===== src/rtl/smd_pkg.sv =====
package smd_pkg;
  typedef enum logic [2:0] {
    WK_PAT  = 3'd0,
    WK_MSK  = 3'd1,
    WK_LEN  = 3'd2,
    WK_ARM  = 3'd3,
    WK_SPAT = 3'd4,
    WK_SMSK = 3'd5
  } wr_kind_e;
endpackage


===== src/rtl/smd_cfg_regs.sv =====
module smd_cfg_regs #(
  parameter int MAX_LEN = 64,
  parameter int DATA_W  = 8,
  parameter int STAT_W  = 5,
  parameter int IDX_W   = 6
) (
  input  logic                           clk,
  input  logic                           rst,
  input  logic                           wr_en,
  input  logic [2:0]                     wr_kind,
  input  logic [IDX_W-1:0]               wr_idx,
  input  logic [DATA_W-1:0]              wr_data,
  output logic [MAX_LEN-1:0][DATA_W-1:0] pat,
  output logic [MAX_LEN-1:0][DATA_W-1:0] msk,
  output logic [IDX_W-1:0]               len_m1,
  output logic [STAT_W-1:0]              stat_pat,
  output logic [STAT_W-1:0]              stat_msk,
  output logic                           arm_set,
  output logic                           arm_clr,
  output logic                           seq_chg,
  output logic                           stat_chg
);
  import smd_pkg::*;

  localparam logic [DATA_W-1:0] LEN_LIMIT = DATA_W'(MAX_LEN - 1);

  wr_kind_e kind;
  logic     idx_ok;
  logic     smsk_ok;

  assign kind     = wr_kind_e'(wr_kind);
  assign idx_ok   = (32'(wr_idx) < MAX_LEN);
  assign smsk_ok  = (wr_data[STAT_W-1:0] != '0);
  assign arm_set  = wr_en && (kind == WK_ARM) && wr_data[0];
  assign arm_clr  = wr_en && (kind == WK_ARM) && !wr_data[0];
  assign seq_chg  = wr_en && ((kind == WK_PAT) || (kind == WK_MSK) || (kind == WK_LEN));
  assign stat_chg = wr_en && ((kind == WK_SPAT) || ((kind == WK_SMSK) && smsk_ok));

  always_ff @(posedge clk) begin
    if (rst) begin
      pat      <= '0;
      msk      <= '1;
      len_m1   <= '0;
      stat_pat <= '0;
      stat_msk <= '1;
    end else if (wr_en) begin
      case (kind)
        WK_PAT:  if (idx_ok) pat[wr_idx] <= wr_data;
        WK_MSK:  if (idx_ok) msk[wr_idx] <= wr_data;
        WK_LEN:  len_m1 <= (wr_data > LEN_LIMIT) ? IDX_W'(MAX_LEN - 1) : wr_data[IDX_W-1:0];
        WK_SPAT: stat_pat <= wr_data[STAT_W-1:0];
        WK_SMSK: if (smsk_ok) stat_msk <= wr_data[STAT_W-1:0];
        default: ;
      endcase
    end
  end

  assert_stat_mask_nonzero_R11: assert property (@(posedge clk) disable iff (rst)
    stat_msk != '0);
  assert_len_in_range_R1: assert property (@(posedge clk) disable iff (rst)
    32'(len_m1) < MAX_LEN);
endmodule


===== src/rtl/smd_seq_engine.sv =====
module smd_seq_engine #(
  parameter int MAX_LEN = 64,
  parameter int DATA_W  = 8,
  parameter int IDX_W   = 6
) (
  input  logic                           clk,
  input  logic                           rst,
  input  logic                           byte_valid,
  input  logic [DATA_W-1:0]              byte_in,
  input  logic [MAX_LEN-1:0][DATA_W-1:0] pat,
  input  logic [MAX_LEN-1:0][DATA_W-1:0] msk,
  input  logic [IDX_W-1:0]               len_m1,
  input  logic                           arm_set,
  input  logic                           arm_clr,
  input  logic                           seq_chg,
  output logic                           match_pulse,
  output logic                           armed
);
  logic [MAX_LEN-1:0] hit;
  logic [MAX_LEN-1:0] nxt;
  logic [MAX_LEN-1:0] part_q;
  logic               full;
  logic               fire;

  for (genvar k = 0; k < MAX_LEN; k++) begin : g_stage
    assign hit[k] = (((byte_in ^ pat[k]) & msk[k]) == '0);
    if (k == 0) begin : g_first
      assign nxt[k] = hit[k];
    end else begin : g_rest
      assign nxt[k] = part_q[k-1] & hit[k];
    end
  end

  assign full = nxt[len_m1];
  assign fire = byte_valid && !seq_chg && armed && full;

  always_ff @(posedge clk) begin
    if (rst) begin
      part_q      <= '0;
      match_pulse <= 1'b0;
      armed       <= 1'b0;
    end else begin
      match_pulse <= fire;
      if (seq_chg)         part_q <= '0;
      else if (byte_valid) part_q <= nxt;
      if (arm_set)         armed <= 1'b1;
      else if (arm_clr)    armed <= 1'b0;
      else if (fire)       armed <= 1'b0;
    end
  end

  assert_pulse_needs_arm_R4: assert property (@(posedge clk) disable iff (rst)
    match_pulse |-> $past(armed));
  assert_one_shot_R5: assert property (@(posedge clk) disable iff (rst)
    (match_pulse && !$past(arm_set)) |-> !armed);
  assert_pulse_needs_valid_R7: assert property (@(posedge clk) disable iff (rst)
    match_pulse |-> $past(byte_valid));
  assert_cfg_flush_R12: assert property (@(posedge clk) disable iff (rst)
    seq_chg |=> (part_q == '0));
endmodule


===== src/rtl/smd_stat_match.sv =====
module smd_stat_match #(
  parameter int STAT_W = 5
) (
  input  logic              clk,
  input  logic              rst,
  input  logic [STAT_W-1:0] stat_in,
  input  logic [STAT_W-1:0] stat_pat,
  input  logic [STAT_W-1:0] stat_msk,
  input  logic              clr_arm,
  input  logic              clr_cfg,
  output logic              stat_hit,
  output logic [STAT_W-1:0] stat_val
);
  logic cmp;

  assign cmp = (((stat_in ^ stat_pat) & stat_msk) == '0);

  always_ff @(posedge clk) begin
    if (rst) begin
      stat_hit <= 1'b0;
      stat_val <= '0;
    end else if (clr_cfg) begin
      stat_hit <= 1'b0;
    end else if (cmp && (clr_arm || !stat_hit)) begin
      stat_hit <= 1'b1;
      stat_val <= stat_in;
    end else if (clr_arm) begin
      stat_hit <= 1'b0;
    end
  end

  assert_flag_sticky_R9: assert property (@(posedge clk) disable iff (rst)
    (stat_hit && !clr_arm && !clr_cfg) |=> stat_hit);
  assert_value_held_R9: assert property (@(posedge clk) disable iff (rst)
    (stat_hit && !clr_arm && !clr_cfg) |=> $stable(stat_val));
  assert_cfg_clears_R10: assert property (@(posedge clk) disable iff (rst)
    clr_cfg |=> !stat_hit);
  assert_captured_matches_R9: assert property (@(posedge clk) disable iff (rst)
    $rose(stat_hit) |-> (((stat_val ^ stat_pat) & stat_msk) == '0));
endmodule


===== src/rtl/seq_match_detector.sv =====
module seq_match_detector #(
  parameter int MAX_LEN = 64,
  parameter int DATA_W  = 8,
  parameter int STAT_W  = 5,
  parameter int IDX_W   = (MAX_LEN > 1) ? $clog2(MAX_LEN) : 1
) (
  input  logic              clk,
  input  logic              rst,
  input  logic              wr_en,
  input  logic [2:0]        wr_kind,
  input  logic [IDX_W-1:0]  wr_idx,
  input  logic [DATA_W-1:0] wr_data,
  input  logic              byte_valid,
  input  logic [DATA_W-1:0] byte_in,
  input  logic [STAT_W-1:0] stat_in,
  output logic              match_pulse,
  output logic              armed,
  output logic              stat_hit,
  output logic [STAT_W-1:0] stat_val
);
  logic [MAX_LEN-1:0][DATA_W-1:0] pat;
  logic [MAX_LEN-1:0][DATA_W-1:0] msk;
  logic [IDX_W-1:0]               len_m1;
  logic [STAT_W-1:0]              stat_pat;
  logic [STAT_W-1:0]              stat_msk;
  logic                           arm_set;
  logic                           arm_clr;
  logic                           seq_chg;
  logic                           stat_chg;

  smd_cfg_regs #(.MAX_LEN(MAX_LEN), .DATA_W(DATA_W), .STAT_W(STAT_W), .IDX_W(IDX_W)) u_cfg (
    .clk(clk), .rst(rst), .wr_en(wr_en), .wr_kind(wr_kind), .wr_idx(wr_idx),
    .wr_data(wr_data), .pat(pat), .msk(msk), .len_m1(len_m1),
    .stat_pat(stat_pat), .stat_msk(stat_msk), .arm_set(arm_set),
    .arm_clr(arm_clr), .seq_chg(seq_chg), .stat_chg(stat_chg)
  );

  smd_seq_engine #(.MAX_LEN(MAX_LEN), .DATA_W(DATA_W), .IDX_W(IDX_W)) u_seq (
    .clk(clk), .rst(rst), .byte_valid(byte_valid), .byte_in(byte_in),
    .pat(pat), .msk(msk), .len_m1(len_m1), .arm_set(arm_set),
    .arm_clr(arm_clr), .seq_chg(seq_chg), .match_pulse(match_pulse),
    .armed(armed)
  );

  smd_stat_match #(.STAT_W(STAT_W)) u_stat (
    .clk(clk), .rst(rst), .stat_in(stat_in), .stat_pat(stat_pat),
    .stat_msk(stat_msk), .clr_arm(arm_set), .clr_cfg(stat_chg),
    .stat_hit(stat_hit), .stat_val(stat_val)
  );
endmodule


===== config.mk =====
export PLATFORM = sky130hd
export DESIGN_NAME = seq_match_detector
export DESIGN_NICKNAME = d
export VERILOG_FILES = /design/src/rtl/smd_pkg.sv /design/src/rtl/smd_cfg_regs.sv /design/src/rtl/smd_seq_engine.sv /design/src/rtl/smd_stat_match.sv /design/src/rtl/seq_match_detector.sv
export SDC_FILE = /design/constraint.sdc
export NUM_CORES = 2
export LEC_CHECK = 0
export BUFFER_PORTS_ARGS = -buffer_cell sky130_fd_sc_hd__buf_4
export CAP_MARGIN = 0
export CORE_ASPECT_RATIO = 1.4
export CORE_MARGIN = 8
export CORE_UTILIZATION = 38
export CTS_BUF_LIST = sky130_fd_sc_hd__clkbuf_8
export CTS_CLUSTER_DIAMETER = 30
export DETAILED_ROUTE_END_ITERATION = 10
export PLACE_DENSITY = 0.5
export SLEW_MARGIN = 20
export SYNTH_ARGS = -nofsm -noshare
export SYNTH_HDL_FRONTEND = slang
export SYNTH_HIERARCHICAL = 1
export SYNTH_SLANG_ARGS = --single-unit
export TNS_END_PERCENT = 5

===== constraint.sdc =====
create_clock -name clk -period 2.05 [get_ports clk]
set_input_delay 0.205 -clock clk [delete_from_list [all_inputs] [get_ports clk]]
set_output_delay 0.205 -clock clk [all_outputs]
set_load 0.005 [all_outputs]

### Word-level counts from Yosys, hierarchy flattened

Index checks and enable logic that the tools add are counted.

* bitwise logic cells: 194
* magnitude comparators: 4
* multiplexer cells: 12
* equal/unequal tests: 5
* reductions and logical operators: 95

Operators by type and width (number)
* $bwmux 512: 2
* $and 8x8->8: 64
* $logic_not 8->1: 64
* $xor 8x8->8: 64
* $and 1x1->1: 63
* $demux 8 s6: 1
* $lt 6x7->1 const B: 2
* $logic_and 1x1->1: 11
* $reduce_and 2->1: 5
* $gt 8x6->1 const B: 1
* $mux 8: 1
* $bmux 1 s6: 1
* $eq 3x2->1 const B: 2
* $eq 3x3->1 const B: 2
* $ge 6x1->1 const B: 1
* $mux 1: 6
* $mux 6: 1
* $and 5x5->5: 1
* $logic_not 5->1: 1
* $reduce_bool 5->1: 1
* $xor 5x5->5: 1
* $logic_or 1x1->1: 4
* $reduce_or 2->1: 2
* $eq 3x1->1 const B: 1
* 6 further kinds: 8

* logic and storage cells: 446
* output and inout bits: 8
* bits in registers: 1111
* input port bits: 34

### Longest topological paths before layout

* depth after elaboration: 11
* depth in mapped cells: 13
* depth with buffers taken out: 9

### Modules after synthesis

Netlist, hierarchy kept.

By module, submodules not included
* smd_cfg_regs: seq. area each 20820.0 µm², area each 39749.4 µm², instances 1, cells each 3584
* smd_seq_engine: seq. area each 1301.2 µm², area each 10500.1 µm², instances 1, cells each 1294
* smd_stat_match: seq. area each 120.1 µm², area each 330.3 µm², instances 1, cells each 34

### Worst setup path before layout

No wires, ideal clock.

* kind: input to register
* start point: in byte_in[4]
* end point: reg u_seq.match_pulse
* setup slack: -0.114 ns
* stages on the path: 10
* data required time: 1.936 ns
* path buffers: 1
* setup time: 0.114 ns
* data arrival time: 2.050 ns
* path through: buf_4 -> xor2_1 -> a22o_1 -> a221oi_1 -> and4_1 -> mux4_2 -> a2111o_1 -> o211ai_1 -> a32oi_1 -> nor2b_1

* longest elaborated chain between the ends: 7
* elaborated cells on any way between the ends: 258
* those cells by class: mux: 2; bitwise: 191; reduce/logical: 65

RTL lines
* start, declared: RTL line seq_match_detector.sv:14 `input logic [DATA_W-1:0] byte_in,`
* $xor 8x8->8: RTL line smd_seq_engine.sv:26 `assign hit[k] = (((byte_in ^ pat[k]) & msk[k]) == '0);`
* $and 8x8->8: RTL line smd_seq_engine.sv:26
* $logic_not 8->1: RTL line smd_seq_engine.sv:26
* $and 1x1->1: RTL line smd_seq_engine.sv:30 `assign nxt[k] = part_q[k-1] & hit[k];`
* $bmux 1 s6 *: RTL line smd_seq_engine.sv:34 `assign full = nxt[len_m1];`
* $mux 1 (implied by the code) *: RTL line smd_seq_engine.sv:34
* $logic_and 1x1->1 *: RTL line smd_seq_engine.sv:35 `assign fire = byte_valid && !seq_chg && armed && full;`
* end signal, assigned: RTL line smd_seq_engine.sv:43 `match_pulse <= fire;`
* end, declared: RTL line smd_seq_engine.sv:16 `output logic match_pulse,`

Mark *: on every way between the ends. The rest lies on a longest branch, timed or not. The select of a mux whose other input is x is not followed.
A chain may end at the register's enable or synchronous reset.

### Final worst setup path

* start point: reg u_cfg.len_m1[0]
* end point: reg u_seq.armed

* longest elaborated chain between the ends: 4

RTL lines
* start, declared: RTL line smd_cfg_regs.sv:15 `output logic [IDX_W-1:0] len_m1,`
* start signal, assigned: RTL line smd_cfg_regs.sv:50 `WK_LEN: len_m1 <= (wr_data > LEN_LIMIT) ? IDX_W'(MAX_LEN - 1) : wr_data[IDX_W-1:0];`
* $bmux 1 s6: RTL line smd_seq_engine.sv:34
* $mux 1 (implied by the code): RTL line smd_seq_engine.sv:34
* $logic_and 1x1->1: RTL line smd_seq_engine.sv:35
* $reduce_bool 3->1 (no source line)
* end signal, assigned: RTL line smd_seq_engine.sv:41 `armed <= 1'b0;`
* end signal, assigned: RTL line smd_seq_engine.sv:46 `if (arm_set) armed <= 1'b1;`
* end signal, assigned: RTL line smd_seq_engine.sv:47 `else if (arm_clr) armed <= 1'b0;`
* end, declared: RTL line smd_seq_engine.sv:17 `output logic armed`

Every way passes these cells. The select of a mux whose other input is x is not followed.

==> flow_metrics.env <==
export IMPL_cts_buffer_depth=3
export IMPL_drc=0
export IMPL_die_w_um=324.3
export IMPL_ys_warn_count=6
export IMPL_yosysUniqueCellTypes=74
export IMPL_synth_area_um2=50580
export IMPL_holdWs_ns=0.1087
export IMPL_overflow=0
export IMPL_fillers=12360
export IMPL_fin_total_pwr_mw=49.88
export IMPL_ir_drop_uv=460.2
export IMPL_wl_mm=176.8
export IMPL_slew_headroom_pct=27.04
export IMPL_r2r_end="u_seq/armed"
export IMPL_p_per_area_nw_per_um2=814.1
export IMPL_fin_crit_sh_pct=118.3
export IMPL_violations="setup timing"
export IMPL_rr_worst_depth=8
export IMPL_tns_ns=-0.7469
export IMPL_antenna_found_initial=3
export IMPL_post_drt_wl_per_cell_um=24.67
export IMPL_crit_top_cell="buf_4"
export IMPL_comb_power_share_pct=7.5
export IMPL_power_leakage_nw=29.39
export IMPL_gp_congestion=0.8043
export IMPL_path_clk_slew_ns=0.06
export IMPL_timing_fmax_mhz=412.2
export IMPL_cp_arrival_ns=3.20
export IMPL_finClkSkew_ns=0.04290
export IMPL_syn_nets=4946
export IMPL_drive_gt1_share_pct=18.16
export IMPL_cp_start_kind="flip-flop"
export IMPL_hold_viol=0
export IMPL_vias=36980
export IMPL_worstMarginPinSlew_ns=1.092
export IMPL_slowest_delay_ns=0.48
export IMPL_final_cells=7169
export IMPL_ios=42
export IMPL_first_pass_iters=6
export IMPL_grt_pass1_wl_mm=258.7
export IMPL_design_area_um2=61270
export IMPL_clkPwrFrac_pct=49.1
export IMPL_yosysMostFrequentCell="dfxtp_1"
export IMPL_cts_tree="yes"
export IMPL_fin_crit_ns=2.426
export IMPL_rows=158
export IMPL_layout_setup_ws_ns=-0.3758
export IMPL_grt_pass1_vias=37790
export IMPL_dpl_hpwl_mm=112.6
export IMPL_synth_top_area_share_pct=43.97
export IMPL_r2r_start="u_cfg/len_m1[0]"
export IMPL_cts_num_sinks=1111
export IMPL_dpl_cell_count=6747
export IMPL_worstSetupPathType="flip-flop to flip-flop"
export IMPL_antenna_left=0
export IMPL_min_path_type="input pin to flip-flop"
export IMPL_crit_start="u_cfg/len_m1[0]"
export IMPL_crit_end="u_seq/armed"
export IMPL_grtUsageTotal_pct=23.59
export IMPL_crit_chain="inv_1 > buf_4 > nor2_1 > buf_4 > nand2_1 > a311o_1 > a32oi_2 > o22ai_1"
export IMPL_status="finished, violations left"
export IMPL_p_int_mw=37.32
export IMPL_postSynthAreaPerCell_um2=10.30
export IMPL_clk_latency_ns=0.93
export IMPL_power_switching_mw=12.57
export IMPL_coreArea_um2=132300
export IMPL_synth_edf_count=0
export IMPL_yosys_top_cells_area="dfxtp_1 44%, mux2i_1 21%, xor2_1 8.9%, nand2b_1 6.6%, nor2_1 4.4%"
export IMPL_fp_dieH_um=447.7
export IMPL_grt_max_degree=184
export IMPL_crit_fanout=6
export IMPL_p_seq_share_pct=43.4
export IMPL_syn_inst=4912
export IMPL_synth_seq_cells=1111
export IMPL_place_area_um2=55810
export IMPL_cts_made_buffers=209
export IMPL_yosysTopAreaCell="dfxtp_1"
export IMPL_setup_viol=2
export IMPL_io_buffers=41
export IMPL_nets=5275
export IMPL_slowest_stage="dfxtp_1"
export IMPL_max_cap_violations=0
export IMPL_power_switching_share_pct=25.19
export IMPL_r2r_slack_ns=-0.38
export IMPL_async_flop_share_pct=0
export IMPL_die_area_um2=145200
export IMPL_ys_seq_area_share_pct=43.97
export IMPL_rsz0062_at_grt="true"
export IMPL_critical_path_required_ns=2.83
export IMPL_initial_core_util_pct=38.24
export IMPL_htreeDepth=4
export IMPL_drt_iter0_markers=2523
export IMPL_viasPerCell=5.158
export IMPL_cts_root_buf="clkbuf_8"
export IMPL_slew_violations=0
export IMPL_critPathCaptureType="flip-flop"
export IMPL_syn_to_final_growth_pct=21.14
export IMPL_synth_common_cells="1111 x dfxtp_1, 1066 x mux2i_1, 599 x nor2_1"
export IMPL_ys_flop_type="dfxtp_1"
==> power groups by stage <==
stage	clock, mW	combinational [mW]	sequential, mW
floorplan	0	1.80	22.1
global placement	0	3.68	22.1
detailed placement	0	3.66	22.1
CTS	25.0	3.75	21.6
global route	26.1	3.87	21.6
finish	24.5	3.75	21.6
==> worst max-delay path: cells and delay by family, from the launching register on <==
family          cells  cell delay (ns)
flops               1             0.48
buf+inv             3             0.53
simple gates        2             0.42
compound gates      3             0.86
==> registers in the layout, summed over array words and instances (netlist names), 5 cells and up <==
name	cells
u_cfg/len_m1	6
u_cfg/msk	512
u_cfg/pat	512
u_cfg/stat_msk	5
u_cfg/stat_pat	5
u_seq/part_q	63
u_stat/stat_val	5
==> worst min path at each step <==
stage,depth (start not counted),slack [ns],startpoint,endpoint
after floorplan,1,0.28,rst,u_seq/match_pulse
after global placement,2,0.45,u_seq/part_q[33],u_seq/part_q[33]
after detailed placement,2,0.46,u_seq/part_q[33],u_seq/part_q[33]
after CTS,5,0.009,byte_valid,u_seq/part_q[15]
after global routing,5,0.06,byte_valid,u_seq/part_q[17]
final,5,0.11,byte_valid,u_seq/part_q[17]
==> per-stage QoR <==
step           utilization (%)  setup slack [ns]
2_1_floorplan                -          -0.09260
3_3_place_gp             42.20            -1.095
3_5_place_dp             42.20            -1.128
4_1_cts                  46.26           -0.3537
5_1_grt                  46.33           -0.4095
6_report                 46.33           -0.3758
==> kinds of logic (layout without fill, tap and decap cells) <==
logic type	after synthesis	in the layout	synth area share, %
xor+xnor	517	517	8.952
other cells	0	2	0
mux	1069	1069	21.18
simple gates	1538	1538	17.27
compound gates	297	297	4.604
buf+inv	380	875	4.017
flops	1111	1111	43.97
==> layer usage <==
metal,vias up,wire [um],global-route usage [%]
li1,17470,-,-
met3,263,6344,3.161
met2,758,88770,42.26
met1,18490,77240,29.45
met5,-,0,0
met4,0,4481,6.822
==> cell type report <==
| class | instances | area, um^2 | area share [%] |
|---|---|---|---|
| inverters | 10 | 37.54 | 0.06126 |
| clock buffers | 257 | 3537 | 5.773 |
| diodes | 2 | 5.005 | 0.008168 |
| flip-flops and latches | 1111 | 22250 | 36.31 |
| multi-input cells | 3421 | 26730 | 43.62 |
| repair buffers | 488 | 5289 | 8.631 |
| well taps | 1760 | 2202 | 3.594 |
| clock inverters | 120 | 1226 | 2.001 |
==> cells in the final DEF (no fill, tap or decap), types with 7 or more instances in the layout <==
| master | Yosys | final |
|---|---|---|
| dfxtp_1 | 1111 | 1105 |
| mux2i_1 | 1066 | 1066 |
| nor2_1 | 599 | 591 |
| nand2b_1 | 531 | 523 |
| xor2_1 | 516 | 515 |
| buf_4 | 43 | 319 |
| clkbuf_8 | 1 | 257 |
| buf_12 | 4 | 116 |
| nand2_1 | 118 | 116 |
| a22oi_1 | 111 | 108 |
| nand3_2 | 63 | 63 |
| a222oi_1 | 52 | 52 |
| inv_1 | 9 | 51 |
| nand3_4 | 49 | 50 |
| dlygate4sd3_1 | 0 | 38 |
| a21oi_1 | 38 | 37 |
| nand4_1 | 34 | 34 |
| clkinv_2 | 0 | 28 |
| bufinv_16 | 0 | 24 |
| nand3_1 | 24 | 23 |
| and4_1 | 25 | 22 |
| nor3_1 | 20 | 20 |
| and3_1 | 20 | 19 |
| clkinvlp_4 | 0 | 16 |
| a22o_1 | 14 | 14 |
| a21boi_0 | 14 | 14 |
| a221oi_1 | 20 | 13 |
| buf_6 | 36 | 11 |
| nand2b_4 | 0 | 8 |
| nor2_4 | 0 | 8 |
| a211oi_1 | 8 | 8 |
| a221oi_2 | 1 | 8 |
| or3b_2 | 7 | 7 |
==> repair_timing <==
item	4_1_cts	5_1_grt
pin swaps	21	19
resized for setup	33	21
hold endpoints to repair	759	0
setup buffers	4	1
endpoints found under the setup margin	2	9
hold buffers	40	0
Power figures use the tool's default switching activity.
